File: src/rtl/ctl_phase_pkg.sv
package ctl_phase_pkg;

   localparam int SETUP_BYTES = 8;
   localparam int SETUP_LEN_W = 16;

   typedef enum logic [1:0] {
      PH_IDLE = 2'd0,
      PH_TX   = 2'd1,
      PH_RX   = 2'd2
   } phase_e;

   typedef struct packed {
      logic                   dir_in;
      logic                   has_data;
      logic [SETUP_LEN_W-1:0] len;
   } setup_info_t;

endpackage

File: src/rtl/ctl_setup_decode.sv
module ctl_setup_decode
   import ctl_phase_pkg::*;
#(
   parameter int NUM_BYTES  = SETUP_BYTES,
   parameter int DIR_BIT    = 7,
   parameter int LEN_LO_IDX = 6
) (
   input  logic [NUM_BYTES*8-1:0] pkt,
   output setup_info_t            info
);

   localparam int LEN_HI_IDX = LEN_LO_IDX + 1;

   if (LEN_HI_IDX >= NUM_BYTES) begin : g_bad_len_idx
      $error("length field lies outside the SETUP packet");
   end
   if (DIR_BIT > 7) begin : g_bad_dir_bit
      $error("direction bit must be within a byte");
   end

   logic [7:0] len_lo;
   logic [7:0] len_hi;

   assign len_lo = pkt[LEN_LO_IDX*8 +: 8];
   assign len_hi = pkt[LEN_HI_IDX*8 +: 8];

   assign info.len      = {len_hi, len_lo};
   assign info.dir_in   = pkt[DIR_BIT];
   assign info.has_data = (info.len != '0);

   logic unused_setup_bits;
   assign unused_setup_bits = ^pkt;

endmodule

File: src/rtl/ctl_len_track.sv
module ctl_len_track #(
   parameter int LEN_W = 16,
   parameter int CNT_W = 7
) (
   input  logic             clk,
   input  logic             rst_n,
   input  logic             clear,
   input  logic             load,
   input  logic [LEN_W-1:0] load_val,
   input  logic             dec,
   input  logic [CNT_W-1:0] dec_val,
   output logic [LEN_W-1:0] cnt,
   output logic             will_empty
);

   if (CNT_W > LEN_W) begin : g_bad_width
      $error("packet count wider than length counter");
   end

   logic [LEN_W-1:0] dec_ext;
   logic [LEN_W-1:0] step;
   logic [LEN_W-1:0] after_dec;

   if (LEN_W > CNT_W) begin : g_zext
      assign dec_ext = {{(LEN_W-CNT_W){1'b0}}, dec_val};
   end else begin : g_same
      assign dec_ext = dec_val;
   end

   assign step       = (dec_ext > cnt) ? cnt : dec_ext;
   assign after_dec  = cnt - step;
   assign will_empty = (after_dec == '0);

   always_ff @(posedge clk or negedge rst_n) begin
      if (!rst_n) begin
         cnt <= '0;
      end else if (clear) begin
         cnt <= '0;
      end else if (load) begin
         cnt <= load_val;
      end else if (dec) begin
         cnt <= after_dec;
      end
   end

   assert_no_wrap_R10 : assert property (@(posedge clk) disable iff (!rst_n)
      (dec && !load && !clear) |=> (cnt <= $past(cnt)));

   assert_clear_zero_R2 : assert property (@(posedge clk) disable iff (!rst_n)
      clear |=> (cnt == '0));

endmodule

File: src/rtl/ctl_phase_fsm.sv
module ctl_phase_fsm
   import ctl_phase_pkg::*;
#(
   parameter int MAX_PKT = 64,
   parameter int CNT_W   = $clog2(MAX_PKT + 1)
) (
   input  logic             clk,
   input  logic             rst_n,
   input  logic             irq,
   input  logic             stall,
   input  logic             early_end,
   input  logic             rx_ready,
   input  setup_info_t      info,
   input  logic [CNT_W-1:0] pkt_bytes,
   input  logic             will_empty,
   output phase_e           phase,
   output logic             trk_clear,
   output logic             trk_load,
   output logic             trk_dec,
   output logic             p_data_end,
   output logic             p_rx_serv,
   output logic             p_more,
   output logic             p_abort
);

   if (MAX_PKT < 1) begin : g_bad_pkt
      $error("MAX_PKT must be positive");
   end

   localparam logic [CNT_W-1:0] FULL_PKT = CNT_W'(MAX_PKT);

   phase_e nxt_phase;
   logic   n_end, n_serv, n_more, n_abort;
   logic   short_pkt;
   logic   err;

   assign err       = stall | early_end;
   assign short_pkt = (pkt_bytes < FULL_PKT);

   always_comb begin
      nxt_phase = phase;
      trk_clear = 1'b0;
      trk_load  = 1'b0;
      trk_dec   = 1'b0;
      n_end     = 1'b0;
      n_serv    = 1'b0;
      n_more    = 1'b0;
      n_abort   = 1'b0;
      if (irq) begin
         if (err) begin
            nxt_phase = PH_IDLE;
            trk_clear = 1'b1;
            n_abort   = 1'b1;
         end else begin
            unique case (phase)
               PH_IDLE: begin
                  if (rx_ready) begin
                     trk_load = 1'b1;
                     if (info.has_data) begin
                        nxt_phase = info.dir_in ? PH_TX : PH_RX;
                        n_more    = info.dir_in;
                     end
                  end
               end
               PH_TX: begin
                  trk_dec = 1'b1;
                  if (short_pkt || will_empty) begin
                     n_end     = 1'b1;
                     trk_clear = 1'b1;
                     nxt_phase = PH_IDLE;
                  end else begin
                     n_more = 1'b1;
                  end
               end
               PH_RX: begin
                  trk_dec = 1'b1;
                  if (will_empty) begin
                     n_end     = 1'b1;
                     trk_clear = 1'b1;
                     nxt_phase = PH_IDLE;
                  end else begin
                     n_serv = 1'b1;
                  end
               end
               default: begin
                  nxt_phase = PH_IDLE;
                  trk_clear = 1'b1;
               end
            endcase
         end
      end
   end

   always_ff @(posedge clk or negedge rst_n) begin
      if (!rst_n) begin
         phase      <= PH_IDLE;
         p_data_end <= 1'b0;
         p_rx_serv  <= 1'b0;
         p_more     <= 1'b0;
         p_abort    <= 1'b0;
      end else begin
         phase      <= nxt_phase;
         p_data_end <= n_end;
         p_rx_serv  <= n_serv;
         p_more     <= n_more;
         p_abort    <= n_abort;
      end
   end

   assert_abort_idle_R2 : assert property (@(posedge clk) disable iff (!rst_n)
      (irq && err) |=> (phase == PH_IDLE && !p_data_end && p_abort));

   assert_idle_noise_R3 : assert property (@(posedge clk) disable iff (!rst_n)
      (irq && !err && phase == PH_IDLE && !rx_ready) |=> (phase == PH_IDLE && !p_more));

   assert_tx_entry_R5 : assert property (@(posedge clk) disable iff (!rst_n)
      (irq && !err && phase == PH_IDLE && rx_ready && info.has_data && info.dir_in)
      |=> (phase == PH_TX && p_more));

   assert_one_request_R11 : assert property (@(posedge clk) disable iff (!rst_n)
      $countones({p_data_end, p_rx_serv, p_more, p_abort}) <= 1);

   assert_quiet_R11 : assert property (@(posedge clk) disable iff (!rst_n)
      !irq |=> !(p_data_end || p_rx_serv || p_more || p_abort));

endmodule

File: src/rtl/ctl_phase_seq.sv
module ctl_phase_seq
   import ctl_phase_pkg::*;
#(
   parameter int MAX_PKT = 64,
   parameter int CNT_W   = $clog2(MAX_PKT + 1)
) (
   input  logic                     clk,
   input  logic                     rst_n,
   input  logic                     ep0_irq,
   input  logic                     stall_sent,
   input  logic                     setup_ended,
   input  logic                     rx_ready,
   input  logic [SETUP_BYTES*8-1:0] setup_pkt,
   input  logic [CNT_W-1:0]         pkt_bytes,
   output logic [1:0]               phase,
   output logic [SETUP_LEN_W-1:0]   remain,
   output logic                     req_data_end,
   output logic                     req_rx_serviced,
   output logic                     req_more_data,
   output logic                     xfer_abort
);

   setup_info_t info;
   phase_e      cur_phase;
   logic        trk_clear, trk_load, trk_dec, will_empty;

   ctl_setup_decode #(
      .NUM_BYTES (SETUP_BYTES),
      .DIR_BIT   (7),
      .LEN_LO_IDX(6)
   ) u_decode (
      .pkt (setup_pkt),
      .info(info)
   );

   ctl_len_track #(
      .LEN_W(SETUP_LEN_W),
      .CNT_W(CNT_W)
   ) u_track (
      .clk       (clk),
      .rst_n     (rst_n),
      .clear     (trk_clear),
      .load      (trk_load),
      .load_val  (info.len),
      .dec       (trk_dec),
      .dec_val   (pkt_bytes),
      .cnt       (remain),
      .will_empty(will_empty)
   );

   ctl_phase_fsm #(
      .MAX_PKT(MAX_PKT),
      .CNT_W  (CNT_W)
   ) u_fsm (
      .clk       (clk),
      .rst_n     (rst_n),
      .irq       (ep0_irq),
      .stall     (stall_sent),
      .early_end (setup_ended),
      .rx_ready  (rx_ready),
      .info      (info),
      .pkt_bytes (pkt_bytes),
      .will_empty(will_empty),
      .phase     (cur_phase),
      .trk_clear (trk_clear),
      .trk_load  (trk_load),
      .trk_dec   (trk_dec),
      .p_data_end(req_data_end),
      .p_rx_serv (req_rx_serviced),
      .p_more    (req_more_data),
      .p_abort   (xfer_abort)
   );

   assign phase = cur_phase;

   assert_idle_empty_R7 : assert property (@(posedge clk) disable iff (!rst_n)
      req_data_end |-> (phase == 2'd0 && remain == '0));

   assert_abort_count_R2 : assert property (@(posedge clk) disable iff (!rst_n)
      xfer_abort |-> (remain == '0 && phase == 2'd0));

   assert_rx_stays_R8 : assert property (@(posedge clk) disable iff (!rst_n)
      req_rx_serviced |-> (phase == 2'd2 && remain != '0));

endmodule

File: config.mk
export PLATFORM = sky130hd
export DESIGN_NAME = ctl_phase_seq
export DESIGN_NICKNAME = d
export VERILOG_FILES = /design/src/rtl/ctl_phase_pkg.sv /design/src/rtl/ctl_setup_decode.sv /design/src/rtl/ctl_len_track.sv /design/src/rtl/ctl_phase_fsm.sv /design/src/rtl/ctl_phase_seq.sv
export SDC_FILE = /design/constraint.sdc
export NUM_CORES = 1
export LEC_CHECK = 0
export ABC_CLOCK_PERIOD_IN_PS = 7400
export BUFFER_PORTS_ARGS = -buffer_cell sky130_fd_sc_hd__buf_4
export CAP_MARGIN = 20
export CORE_AREA = 5 5 85 87
export DETAILED_ROUTE_END_ITERATION = 10
export DIE_AREA = 0 0 90 92
export PLACE_DENSITY = 0.67
export SLEW_MARGIN = 5
export SYNTH_ARGS = -nofsm -noshare
export SYNTH_HDL_FRONTEND = slang
export SYNTH_SLANG_ARGS = --single-unit
File: constraint.sdc
create_clock -name clk -period 7.4 [get_ports clk]
set_clock_uncertainty 0.15 [all_clocks]
set_input_delay 0.74 -clock clk [delete_from_list [all_inputs] [get_ports clk]]
set_output_delay 0.74 -clock clk [all_outputs]
set_load 0.01 [all_outputs]
* Word-level counts from Yosys, hierarchy flattened *
Index checks and enable logic that the tools add are counted.

operators by class
  $add $sub $neg = 1
  order comparisons = 2
  equal/unequal tests = 6
  muxes and demuxes = 38
  bitwise logic cells = 1
  reductions and logical operators = 7

operators with widths
  cell                                                  number
  2-to-1 mux 16 bit                                     4
  2-to-1 mux 1 bit                                      24
  > comparator 7 x 16 -> 1 bit                          1
  zero test 16 bit                                      1
  nonzero test 16 bit                                   1
  subtractor 16 bit                                     1
  2-to-1 mux 2 bit                                      6
  less-than comparator 7 bit (second input constant)    1
  != test 3 x 1 -> 1 bit (second input constant)        2
  != test 3 x 2 -> 1 bit (second input constant)        2
  one-hot mux 2 bit (3 select lines)                    1
  AND reduction 5 bit                                   1
  one-hot mux 1 bit (2 select lines)                    2
  one-hot mux 1 bit (3 select lines)                    1
  nonzero test 3 bit                                    1
  equality test 2 x 1 -> 1 bit (second input constant)  1
  equality test 2 bit (second input constant)           1
  zero test 2 bit                                       1
  OR reduction 2 bit                                    1
  logical OR 1 bit                                      1
  bitwise OR 1 bit                                      1

storage, ports and cells
  register bits after elaboration = 22
  output and inout port bits = 22

* Depth between registers and ports, before layout *
Gate-level depths: netlist of run 1.

  word-level depth = 10
  depth in mapped cells = 19
  gate-level depth less buffers = 18

* Modules after synthesis *
A second synthesis of run 1 with hierarchy kept.

second synthesis, totals
  cell total of the unflattened synthesis = 245
  area total of the unflattened synthesis = 2163.3 um^2

modules (own cells, without submodules)
  module            instances  cells each  area an instance (um^2)
  ctl_len_track     1          182         1596.5
  ctl_phase_fsm     1          41          407.9
  ctl_setup_decode  1          22          158.9

* Least setup slack after synthesis of run 1 *
OpenSTA, ideal clock, no wires.

  kind = input-to-reg
  start point = input pkt_bytes[1]
  end point = register u_track.cnt[0]
  setup time = 0.136 ns
  arrival = 4.488 ns
  required time = 7.114 ns
  path slack = 2.626 ns
  stages = 17
  path through = ha_1 > nor2b_1 > o21ai_0 > nand2b_1 > a21oi_1 > o22ai_1 > o2111ai_1 > mux2_2 > fa_1 > nand2b_1 > a21oi_1 > o21ai_0 > a2111oi_1 > nor3_2 > nor4_4 > buf_6 > nor3_1

on the way
  longest elaborated chain between the ends = 10
  elaborated cells on any way between the ends = 15

ends and longest elaborated chain
  what                                                                             line                 RTL
  from (decl)                                                                      ctl_phase_seq.sv:14  input logic [CNT_W-1:0] pkt_bytes,
  > comparator 7 x 16 -> 1 bit                                                     ctl_len_track.sv:30  assign step = (dec_ext > cnt) ? cnt : dec_ext;
  2-to-1 mux 16 bit                                                                ctl_len_track.sv:30
  subtractor 16 bit                                                                ctl_len_track.sv:31  assign after_dec = cnt - step;
  zero test 16 bit                                                                 ctl_len_track.sv:32  assign will_empty = (after_dec == '0);
  logical OR 1 bit                                                                 ctl_phase_fsm.sv:67  if (short_pkt || will_empty) begin
  2-to-1 mux 1 bit                                                                 ctl_phase_fsm.sv:67
  one-hot mux 1 bit (3 select lines)                                               ctl_phase_fsm.sv:55  unique case (phase)
  2-to-1 mux 1 bit                                                                 ctl_phase_fsm.sv:50  if (err) begin
  2-to-1 mux 1 bit                                                                 ctl_phase_fsm.sv:49  if (irq) begin
  nonzero test 3 bit (no source line) / 2-to-1 mux 16 bit (equally long branches)  -
  to (signal assigned)                                                             ctl_len_track.sv:40  cnt <= load_val;
  to (signal assigned)                                                             ctl_len_track.sv:42  cnt <= after_dec;
  to (decl)                                                                        ctl_len_track.sv:12  output logic [LEN_W-1:0] cnt,

Several ways; a longest one is shown, not always the timed one. The select of a mux whose other input is x is not followed.
A chain may end at the register's enable or synchronous reset.

* Worst setup path in the final report of run 1 *
  start point = input pkt_bytes[1]
  end point = register u_track.cnt[10]

Same word-level chain as after synthesis.

==> flow_summary.rst, run 1 <==
.. list-table::
   :header-rows: 1

   * - Metric
     - Value
   * - Run status
     - finished, final reports clean
   * - Mean Syn Cell Area
     - 8.03 um^2
   * - All-layer global routing usage
     - 17.6%
   * - Worst relative slew slack
     - 31.9%
   * - Largest cells by area after synthesis
     - dfrtp_1 22%, ha_1 9.6%, a21oi_1 4.9%
   * - Actual transition at the worst max-transition pin
     - 1.01 ns
   * - Final design instance area without fill
     - 2900 um^2
   * - Type of the worst min-delay path
     - in2async
   * - Antenna violations before repair
     - 0
   * - Total I/O pin count
     - 99
   * - Count of flip-flops with a built-in enable after synthesis
     - 0
   * - Initial Utilization
     - 39.3%
   * - Final GP Congestion
     - 0.870
   * - Routed length per placed instance
     - 17.3 um
   * - Total congestion overflow
     - 0
   * - RSZ-0062 raised after global routing
     - no
   * - Detailed Place HPWL
     - 5.65 mm
   * - Area share of the largest cell type after synthesis
     - 22.3%
   * - Wire length of the first global-routing pass
     - 12.5 mm
   * - Post-synth design cell area
     - 2470 um^2
   * - Fraction of layout cells with a size suffix above 1
     - 19.9%
   * - Max Fanout on Critical Path
     - 16
   * - YS warnings
     - 0
   * - Post-CTS sizing
     - 0
   * - Hold Buf Count CTS
     - 0
   * - Setup repair bufs after CTS
     - 0
   * - Clock Sink Count
     - 22
   * - Top cell types by occurrence after synthesis
     - 25 x nor2_1, 24 x a21oi_1, 22 x dfrtp_1, 21 x nand2_1, 20 x nor3_1
   * - CTS tree
     - built
   * - CTS root buffer
     - clkbuf_8
   * - Power per cell area
     - 178 nW/um^2
   * - Vias in the first global route
     - 2535
   * - Overall die area
     - 8280 um^2
   * - Arrival time of data at the critical path endpoint
     - 5.31 ns
   * - Largest vdd supply drop
     - 0.0868 mV
   * - Net count after synthesis
     - 404
   * - Die Ht
     - 92 um
   * - Met3 usage in global routing
     - 3.68%
   * - Minimum period implied by the final worst setup slack
     - 5.36 ns
   * - Clock latency on the worst-skew pair
     - 0.26 ns
   * - Most used flip-flop cell after synthesis
     - dfrtp_1
   * - Vias per inst
     - 6.12
   * - Fin. Hold Viols
     - 0
   * - Width of the chip
     - 90 um
   * - Critical path class
     - in2reg
   * - Initial detailed-routing violation count
     - 230
   * - Top-count cell post-synth
     - nor2_1
   * - Number of distinct library cells after synthesis
     - 67
   * - Antenna Nets Post-Route
     - 0
   * - Endpoint kind of the worst setup timing path
     - flop
   * - Port Buffers
     - 51
   * - GR met1 Demand/Resource
     - 25.0%
   * - Static leakage power
     - 1.29 nW
   * - Async set-reset flop share out of synthesis
     - 100%
   * - Grt met2 use
     - 27.4%
   * - Drt drc
     - 0
   * - Number of max-cap violations
     - 0
   * - Share of synthesized area occupied by flip-flops and latches
     - 22.3%
   * - Std-Cell Core Area
     - 6280 um^2
   * - Gate count after technology mapping
     - 307
   * - Required arrival time at the worst endpoint
     - 7.36 ns
   * - Most area-hungry cell type in the Yosys netlist
     - dfrtp_1
   * - Layout net count
     - 446
   * - Most Crowded Layer GR
     - met2
   * - FF+latch count, synth
     - 22
   * - Fillcell total
     - 648
   * - Cell area after placement
     - 2860 um^2
   * - Row count
     - 29
   * - Pin count of the biggest net entering global routing
     - 24
   * - Num CTS Buffers
     - 3
   * - Setup_tns
     - 0 ns
   * - Number of buffers between clock root and the deepest sink
     - 2
   * - Number of detailed-routing iterations run before antenna repair
     - 5
   * - Final setup violation count
     - 0
   * - Kind of start point of the critical path
     - input port
   * - H-Tree Level Count
     - 1
   * - Final wirelength
     - 7.32 mm
   * - Layout area overhead
     - 17.7%
   * - Detailed-route via count
     - 2594
   * - Clock input transition at the sequential cells of the worst setup and hold paths
     - 0.08 ns
   * - Number of antenna cells inserted
     - 0
   * - Post-route fraction of the period consumed by the critical path
     - 72.4%
   * - Total count of max-transition violations in the final report
     - 0
   * - Achievable clock frequency
     - 187 MHz
## cells in the final DEF, fill, tap and decap left out, types with 7 or more instances in the layout
cell type and count:
nand2_1 21, o21ai_0 17, nand4_1 7, nor3_1 20, buf_4 53, inv_1 17
dfrtp_1 22, ha_1 19, nor2_1 25, o22ai_1 10, a21oi_1 24, mux2i_1 9
## sequential cells by signal, indices dropped and copies added, names as in the netlist
name,count
u_fsm.p_abort,1
u_fsm.p_data_end,1
u_fsm.p_more,1
u_fsm.p_rx_serv,1
u_fsm.phase,2
u_track.cnt,16
## report_power, final
| group | internal [mW] | switching (mW) |
|---|---|---|
| registers | 0.127 | 0.0155 |
| clock network | 0.0363 | 0.0383 |
| logic | 0.125 | 0.174 |
## worst paths after layout
path                                startpoint              end  slack [ns]  cells after the start
worst max-delay path              pkt_bytes[1]  u_track.cnt[10]        2.04                     18
worst min-delay path                     rst_n  u_track.cnt[13]        0.21                      1
worst max register to register  u_track.cnt[1]  u_track.cnt[10]        2.09                     18
worst min register to register  u_fsm.phase[1]   u_fsm.phase[1]        0.48                      1
max in group asynchronous                rst_n   u_track.cnt[1]        6.66                      1
min in group clk                u_fsm.phase[1]   u_fsm.phase[1]        0.48                      1
## worst max-delay path, cell delays in order
cell and delay [ns]:
buf_4 0.12, ha_1 0.30, nor2b_1 0.13, o21ai_0 0.14, nand2b_1 0.08, a21oi_1 0.19
o22ai_1 0.09, o2111ai_1 0.09, buf_4 0.22, mux2_2 0.36, fa_1 0.42, nand2b_1 0.21
a21oi_1 0.29, o21ai_0 0.30, a2111oi_1 0.52, nor3_2 0.15, nor4_4 0.81, nor3_1 0.13
## final cells by class
| cell class | instances | area (um^2) | share of cell area [%] |
|---|---|---|---|
| inverter | 17 | 63.8 | 2.20 |
| timing repair buffer | 53 | 398 | 13.7 |
| clock buffer | 3 | 41.3 | 1.42 |
| multi-input combinational | 252 | 1750 | 60.4 |
| tap | 77 | 96.3 | 3.32 |
| sequential | 22 | 551 | 19.0 |
## per-stage QoR
stage          instances  setup slack (ns)  hold slack (ns)  utilization, %  power (mW)
2_1_floorplan        307              2.63            0.294               -       0.358
3_3_place_gp         421              1.90            0.481            45.6       0.436
3_5_place_dp         421              1.80            0.469            45.6       0.439
4_1_cts              424              2.07            0.216            46.2       0.514
5_1_grt              424              1.67            0.225            46.2       0.559
6_report             424              2.04            0.206            46.2       0.516
## metal layers
| layer | up-vias | part of all wire [%] |
|---|---|---|
| li1 | 1247 | - |
| met1 | 1216 | 47 |
| met2 | 118 | 44 |
| met3 | 13 | 7.7 |
| met4 | 0 | 1.7 |
| met5 | - | 0 |
## cells by family after synthesis
group / Yosys count / synth area share [%]
buffers and inverters: 33 / 6.65
AO/OA/AOI/OAI: 102 / 29.2
adder cells (fa/ha/maj): 20 / 10.5
flip-flops: 22 / 22.3
XOR/XNOR: 3 / 1.07
multiplexers: 10 / 4.11
AND/OR/NAND/NOR: 117 / 26.2
Note: power is estimated with default switching activity, not from simulation.
==> inputs of run 2 (changes only) <==
Settings changed: ABC_AREA from default to 1, ABC_CLOCK_PERIOD_IN_PS 7400 to 4810, CORE_AREA 5 5 85 87 to 5 5 84 86, DIE_AREA 0 0 90 92 to 0 0 89 91, PLACE_DENSITY 0.67 to 0.69.
Clock period 7.4 ns to 4.81 ns, I/O delays scaled along.
==> flow_summary.rst, run 2 <==
.. list-table::
   :header-rows: 1

   * - Metric
     - Value
   * - Gate count after technology mapping
     - 353 (was 307)
   * - Overall die area
     - 8100 um^2 (was 8280 um^2)
   * - Share of synthesized area occupied by flip-flops and latches
     - 23.1% (was 22.3%)
   * - Register-to-register setup slack
     - 0.51 ns (was 2.09 ns)
   * - Post-route fraction of the period consumed by the critical path
     - 89.4%
   * - Area share of the largest cell type after synthesis
     - 23.1% (was 22.3%)
   * - Most frequent cells in the layout
     - 91 x nand2_1, 51 x inv_1, 51 x buf_4 (was 53 x buf_4, 25 x nor2_1, 24 x a21oi_1)
   * - Worst setup timing slack at the placement stage
     - 0.416 ns (was 1.80 ns)
   * - Port Buffers
     - 51 (unchanged)
   * - FF+latch count, synth
     - 22 (unchanged)
   * - Fillcell total
     - 631 (was 648)
   * - Vias in the first global route
     - 2409 (was 2535)
   * - Worst flop-to-flop path endpoint
     - u_track.cnt[2] (was u_track.cnt[10])
   * - CTS tree
     - built (unchanged)
   * - Number of buffer and inverter instances along the worst setup path
     - 3 (was 2)
   * - Fin. Hold Viols
     - 0 (unchanged)
   * - Top flop regs
     - u_track.cnt x16, u_fsm.phase x2 (unchanged)
   * - Detailed Place HPWL
     - 5.41 mm (was 5.65 mm)
   * - Initial detailed-routing violation count
     - 165 (was 230)
   * - Initial Utilization
     - 38.4% (was 39.3%)
   * - Largest vdd supply drop
     - 0.174 mV (was 0.0868 mV)
   * - Number of max-cap violations
     - 0 (unchanged)
   * - Async set-reset flop share out of synthesis
     - 100% (unchanged)
   * - Most flops, register
     - u_track.cnt (unchanged)
   * - Num CTS Buffers
     - 3 (unchanged)
   * - Worst path slowest cell
     - a2111o_1 (was nor4_4)
   * - Kind of start point of the critical path
     - flop (was input port)
   * - Most area-hungry cell type in the Yosys netlist
     - dfrtp_1 (unchanged)
   * - Grt met2 use
     - 26.9% (was 27.4%)
   * - Minimum period implied by the final worst setup slack
     - 4.30 ns
   * - Required arrival time at the worst endpoint
     - 4.85 ns (was 7.36 ns)
   * - Fraction of layout cells with a size suffix above 1
     - 26.1% (was 19.9%)
   * - Setup slack of the critical path after layout
     - 0.509 ns (was 2.04 ns)
   * - Mean Syn Cell Area
     - 6.75 um^2 (was 8.03 um^2)
   * - Actual transition at the worst max-transition pin
     - 0.629 ns (was 1.01 ns)
   * - H-Tree Level Count
     - 1 (unchanged)
   * - Number of distinct library cells after synthesis
     - 32 (was 67)
   * - Post-synth design cell area
     - 2380 um^2 (was 2470 um^2)
   * - Row count
     - 29 (unchanged)
   * - Total I/O pin count
     - 99 (unchanged)
   * - Worst relative slew slack
     - 58.0% (was 31.9%)
   * - Die Ht
     - 91 um (was 92 um)
   * - Top-count cell post-synth
     - nand2_1 (was nor2_1)
   * - Net count after synthesis
     - 450 (was 404)
   * - Launch point of the worst hold path
     - stall_sent
   * - Worst flop-to-flop path startpoint
     - u_track.cnt[3] (was u_track.cnt[1])
   * - Antenna Nets Post-Route
     - 0 (unchanged)
   * - Most Crowded Layer GR
     - met2 (unchanged)
   * - Layout area overhead
     - 21.1% (was 17.7%)
   * - Layout net count
     - 501 (was 446)
   * - Final setup violation count
     - 0 (unchanged)
   * - Wire length of the first global-routing pass
     - 10.9 mm (was 12.5 mm)
   * - Count of flip-flops with a built-in enable after synthesis
     - 0 (unchanged)
   * - Most common cell after layout, fill and taps aside
     - nand2_1 (was buf_4)
   * - Hold EP
     - u_fsm.p_abort
   * - Final GP Congestion
     - 0.861 (was 0.870)
   * - Endpoint kind of the worst setup timing path
     - flop (unchanged)
   * - Clock Sink Count
     - 22 (unchanged)
   * - Vias per inst
     - 5.14 (was 6.12)
   * - Met3 usage in global routing
     - 3.17% (was 3.68%)
   * - Post-CTS sizing
     - 0 (unchanged)
   * - Pin count of the biggest net entering global routing
     - 23 (was 24)
   * - CP dominant cell by count
     - nand2_1
   * - Number of antenna cells inserted
     - 0 (unchanged)
   * - Drt drc
     - 0 (unchanged)
   * - Type of the worst min-delay path
     - in2reg (was in2async)
   * - Largest stage delay, worst path
     - 0.47 ns (was 0.81 ns)
   * - Antenna violations before repair
     - 0 (unchanged)
   * - Setup_tns
     - 0 ns (unchanged)
   * - Arrival time of data at the critical path endpoint
     - 4.34 ns (was 5.31 ns)
   * - Max Fanout on Critical Path
     - 16 (unchanged)
   * - Std-Cell Core Area
     - 6200 um^2 (was 6280 um^2)
   * - Total congestion overflow
     - 0 (unchanged)
   * - Top cell types by occurrence after synthesis
     - 91 x nand2_1, 51 x inv_1, 36 x nor2_1, 22 x dfrtp_1, 21 x nand3_1 (was 25 x nor2_1, 24 x a21oi_1, 22 x dfrtp_1, 21 x nand2_1, 20 x nor3_1)
   * - Largest cells by area after synthesis
     - dfrtp_1 23%, nand2_1 14%, ha_1 10% (was dfrtp_1 22%, ha_1 9.6%, a21oi_1 4.9%)
   * - Sequential cell area in the final layout
     - 551 um^2 (unchanged)
   * - Most used flip-flop cell after synthesis
     - dfrtp_1 (unchanged)
   * - Critical path class
     - reg2reg (was in2reg)
   * - GR met1 Demand/Resource
     - 22.1% (was 25.0%)
   * - Area of the multi-input gates
     - 1560 um^2 (was 1750 um^2)
   * - CTS root buffer
     - clkbuf_8 (unchanged)
   * - Final wirelength
     - 6.53 mm (was 7.32 mm)
   * - Number of flip-flops under the largest register name
     - 16 (unchanged)
   * - All-layer global routing usage
     - 16.6% (was 17.6%)
   * - Achievable clock frequency
     - 232 MHz
   * - YS warnings
     - 0 (unchanged)
   * - Detailed-route via count
     - 2465 (was 2594)
   * - Run status
     - finished, final reports clean (unchanged)
   * - Number of buffers between clock root and the deepest sink
     - 2 (unchanged)
   * - Count of cells along the worst hold path
     - 3
   * - Static leakage power
     - 1.49 nW (was 1.29 nW)
   * - Width of the chip
     - 89 um (was 90 um)
   * - Routed length per placed instance
     - 13.6 um (was 17.3 um)
   * - Power per cell area
     - 281 nW/um^2 (was 178 nW/um^2)
   * - Kind of cell adding the most delay to the critical path
     - simple AND/OR/NAND/NOR gates (was compound AO/OA/AOI/OAI gates)
   * - RSZ-0062 raised after global routing
     - no (unchanged)
   * - Clock input transition at the sequential cells of the worst setup and hold paths
     - 0.08 ns (about the same)
   * - Count of cells along the worst register-to-register path
     - 25 (was 18)
   * - Total count of max-transition violations in the final report
     - 0 (unchanged)
   * - Clock latency on the worst-skew pair
     - 0.27 ns (was 0.26 ns)
   * - Number of detailed-routing iterations run before antenna repair
     - 4 (was 5)
==> run 2: cell type report <==
cell class / instances / share of cell area [%]
Multi-Input combinational cell: 263 / 54.0
Timing Repair Buffer: 52 / 13.6
Tap cell: 77 / 3.34
Sequential cell: 22 / 19.1
Clock buffer: 4 / 1.91
Inverter: 62 / 8.07
==> run 2: timing repair <==
item | in CTS | in global routing
setup buffers | 0 | 0
hold endpoints to repair | 22 | 0
hold buffers | 1 | 0
==> run 2: worst max-delay path by stage <==
stage	start	end	slack (ns)	cells past startpoint
after CTS	u_track.cnt[3]	u_track.cnt[2]	0.51	25
after global routing	u_track.cnt[3]	u_track.cnt[2]	0.07	25
after detailed placement	pkt_bytes[3]	u_track.cnt[2]	0.42	25
final	u_track.cnt[3]	u_track.cnt[2]	0.51	25
after global placement	pkt_bytes[3]	u_track.cnt[1]	0.47	20
after floorplan	u_track.cnt[1]	u_track.cnt[0]	0.95	22
==> run 2: layer usage <==
metal | vias up | routed length, um
met5 | - | 0
met4 | 0 | 123
met3 | 12 | 381
met2 | 70 | 3090
met1 | 1127 | 2940
li1 | 1256 | -
==> run 2: through the flow <==
step / power (mW) / utilization, % / cell area [um^2] / std cells / hold slack, ns
floorplan: 0.558 / - / 2380 / 353 / 0.0354
global placement: 0.667 / 45.5 / 2820 / 475 / 0.238
detailed placement: 0.672 / 45.5 / 2820 / 475 / 0.238
CTS: 0.809 / 46.5 / 2890 / 480 / 0.314
global route: 0.877 / 46.5 / 2890 / 480 / 0.313
finish: 0.812 / 46.5 / 2890 / 480 / 0.303
==> run 2: cells by family (layout without fill, tap and decap cells) <==
| kind of cell | count (synthesis) | after routing | synth area share [%] |
|---|---|---|---|
| buf+inv | 68 | 118 | 11.5 |
| xor+xnor | 2 | 2 | 0.735 |
| simple gates | 189 | 189 | 38.1 |
| compound gates | 52 | 52 | 15.7 |
| fa+ha+maj | 20 | 20 | 10.8 |
| flops | 22 | 22 | 23.1 |
==> run 2: report_power, final <==
part	internal [mW]	total (mW)	switching, mW
clock	0.0731	0.137	0.0643
sequential	0.195	0.211	0.0154
combinational	0.169	0.464	0.295
total	0.437	0.812	0.375
==> run 2: worst min-delay path: stages <==
cell and delay [ns]:
buf_4 0.08, nor2_2 0.04, nor2_1 0.08
==> inputs of run 3 (changes only) <==
Settings changed: ABC_CLOCK_PERIOD_IN_PS 4810 to 4900, PLACE_DENSITY 0.69 to 0.67.
Clock period 4.81 ns to 4.9 ns, I/O delays scaled along.
==> flow_summary.rst, run 3 (synthesized netlist as in run 2, its figures left out) <==
.. list-table::
   :header-rows: 1

   * - Metric
     - Value
   * - Run status
     - finished, final reports clean (unchanged)
   * - Most frequent cells in the layout
     - 91 x nand2_1, 52 x buf_4, 51 x inv_1 (was 91 x nand2_1, 51 x inv_1, 51 x buf_4)
   * - Pin count of the biggest net entering global routing
     - 23 (unchanged)
   * - Worst Setup SP
     - u_track.cnt[3] (unchanged)
   * - Worst flop-to-flop path startpoint
     - u_track.cnt[3] (unchanged)
   * - Actual transition at the worst max-transition pin
     - 0.623 ns (was 0.629 ns)
   * - Number of max-cap violations
     - 0 (unchanged)
   * - Vias per inst
     - 5.21 (was 5.14)
   * - Top flop regs
     - u_track.cnt x16, u_fsm.phase x2 (unchanged)
   * - Cell count after placement
     - 476 (was 475)
   * - Clock latency on the worst-skew pair
     - 0.26 ns (was 0.27 ns)
   * - All-layer global routing usage
     - 17.4% (was 16.6%)
   * - Clock input transition at the sequential cells of the worst setup and hold paths
     - 0.08 ns (about the same)
   * - Clock Sink Count
     - 22 (unchanged)
   * - Worst relative slew slack
     - 58.4% (was 58.0%)
   * - Largest vdd supply drop
     - 0.149 mV (was 0.174 mV)
   * - Layout area overhead
     - 22.1% (was 21.1%)
   * - Number of antenna cells inserted
     - 0 (unchanged)
   * - Kind of start point of the critical path
     - flop (unchanged)
   * - Achievable clock frequency
     - 236 MHz (was 232 MHz)
   * - Crit-path cells
     - inv_1 -> ha_1 -> nand2_1 -> o21ai_0 -> a21oi_1 -> a2111o_1 -> nand2_1 -> o21ai_0 -> ha_1 -> fa_1 -> inv_1 -> nand3_1 -> nand2_2 -> nand2_1 -> nand3_1 -> nand2_1 -> inv_2 -> nand2_2 -> nor2_4 -> nand4_1 -> nand3_4 -> a21oi_1
   * - Critical path class
     - reg2reg (unchanged)
   * - Total congestion overflow
     - 0 (unchanged)
   * - Drt drc
     - 0 (unchanged)
   * - Worst flop-to-flop path endpoint
     - u_track.cnt[3] (was u_track.cnt[2])
   * - Fin Hold WS
     - 0.306 ns (was 0.303 ns)
   * - Die Ht
     - 91 um (unchanged)
   * - Overall die area
     - 8100 um^2 (unchanged)
   * - Post-route fraction of the period consumed by the critical path
     - 86.4% (was 89.4%)
   * - CP dominant cell by count
     - nand2_1 (unchanged)
   * - Final setup violation count
     - 0 (unchanged)
   * - Type of the worst min-delay path
     - in2reg (unchanged)
   * - Number of buffers between clock root and the deepest sink
     - 2 (unchanged)
   * - Required arrival time at the worst endpoint
     - 4.89 ns (was 4.85 ns)
   * - Initial detailed-routing violation count
     - 138 (was 165)
   * - CTS tree
     - built (unchanged)
   * - Most flops, register
     - u_track.cnt (unchanged)
   * - Total count of max-transition violations in the final report
     - 0 (unchanged)
   * - RSZ-0062 raised after global routing
     - no (unchanged)
   * - Fin. Hold Viols
     - 0 (unchanged)
   * - Antenna Nets Post-Route
     - 0 (unchanged)
   * - Arrival time of data at the critical path endpoint
     - 4.22 ns (was 4.34 ns)
   * - Antenna violations before repair
     - 0 (unchanged)
   * - Minimum period implied by the final worst setup slack
     - 4.23 ns (was 4.30 ns)
   * - Fraction of layout cells with a size suffix above 1
     - 26.2% (was 26.1%)
   * - Number of flip-flops under the largest register name
     - 16 (unchanged)
   * - Detailed Place HPWL
     - 5.60 mm (was 5.41 mm)
   * - Initial Utilization
     - 38.4% (unchanged)
   * - Worst path slowest cell
     - dfrtp_1 (was a2111o_1)
   * - Final GP Congestion
     - 0.915 (was 0.861)
   * - Layout net count
     - 502 (was 501)
   * - Width of the chip
     - 89 um (unchanged)
   * - Num CTS Buffers
     - 3 (unchanged)
   * - Wire length of the first global-routing pass
     - 11.4 mm (was 10.9 mm)
   * - Endpoint kind of the worst setup timing path
     - flop (unchanged)
   * - Number of detailed-routing iterations run before antenna repair
     - 4 (unchanged)
   * - Row count
     - 29 (unchanged)
   * - Count of cells along the worst register-to-register path
     - 22 (was 25)
   * - Most common cell after layout, fill and taps aside
     - nand2_1 (unchanged)
   * - Detailed-route via count
     - 2507 (was 2465)
   * - CTS root buffer
     - clkbuf_8 (unchanged)
   * - H-Tree Level Count
     - 1 (unchanged)
   * - Final cell count without fillers
     - 481 (was 480)
   * - Std-Cell Core Area
     - 6200 um^2 (unchanged)
   * - Vias in the first global route
     - 2540 (was 2409)
   * - Register-to-register setup slack
     - 0.67 ns (was 0.51 ns)
   * - Setup_tns
     - 0 ns (unchanged)
   * - End point of the critical path
     - u_track.cnt[3] (was u_track.cnt[2])
   * - Port Buffers
     - 51 (unchanged)
   * - Total I/O pin count
     - 99 (unchanged)
   * - Static leakage power
     - 1.50 nW (was 1.49 nW)
   * - Max Fanout on Critical Path
     - 16 (unchanged)
   * - Largest stage delay, worst path
     - 0.44 ns (was 0.47 ns)
   * - Final wirelength
     - 6.72 mm (was 6.53 mm)
   * - Power per cell area
     - 289 nW/um^2 (was 281 nW/um^2)
   * - Design Power
     - 841 uW (was 812 uW)
   * - Routed length per placed instance
     - 14.0 um (was 13.6 um)
==> run 3: changes by cell type in the layout (fill, tap and decap cells not counted), sizes merged <==
cell and change:
bufinv +1, buf +1, clkbuf -1
==> run 3: cell type report <==
cell class              count  area, um^2
clock inverters             1        30.0
inverters                  62         233
flip-flops and latches     22         551
multi-input cells         263        1560
fillers                   623        3300
well taps                  77        96.3
clock buffers               3        41.3
repair buffers             53         400
==> run 3: power by group <==
| part | switching (mW) | internal [mW] |
|---|---|---|
| registers | 0.0150 | 0.192 |
| logic | 0.296 | 0.169 |
| clock network | 0.0608 | 0.109 |
==> run 3: metal layers <==
metal,global-route usage (%),up-vias,wire [um]
met4,4.84,0,119
met5,0,-,0
met1,23.1,1157,3000
met2,29.5,81,3240
li1,-,1257,-
met3,1.99,12,358
==> run 3: critical path, delay by kind of cell (launching register included) <==
family | cells | cell delay, ns
buffers and inverters | 3 | 0.25
adders and majority gates | 3 | 0.92
and+or+nand+nor | 11 | 1.38
AOI/OAI and AO/OA | 5 | 0.98
DFF | 1 | 0.44
==> run 3: worst min-delay path by stage <==
stage / start / endpoint / slack (ns) / cells past startpoint
5_1_grt: stall_sent / u_fsm.p_abort / 0.33 / 3
6_report: stall_sent / u_fsm.p_abort / 0.31 / 3
3_5_place_dp: rst_n / u_track.cnt[13] / 0.25 / 1
3_3_place_gp: rst_n / u_track.cnt[11] / 0.25 / 1
2_1_floorplan: rst_n / u_fsm.p_abort / 0.04 / 0
4_1_cts: stall_sent / u_fsm.p_abort / 0.31 / 3
==> run 3: stage by stage <==
| stage | util, % | cell area [um^2] | worst slack, ns |
|---|---|---|---|
| after global routing | 46.9 | 2910 | 0.364 |
| after floorplan | - | 2380 | 1.04 |
| after detailed placement | 45.6 | 2830 | 0.594 |
| after global placement | 45.6 | 2830 | 0.638 |
| after CTS | 46.9 | 2910 | 0.686 |
| final | 46.9 | 2910 | 0.666 |
==> run 3: what timing repair did <==
action                    CTS  global route
hold buffers                1             0
setup buffers               0             0
hold endpoints to repair   22             0
resized for setup           0             0
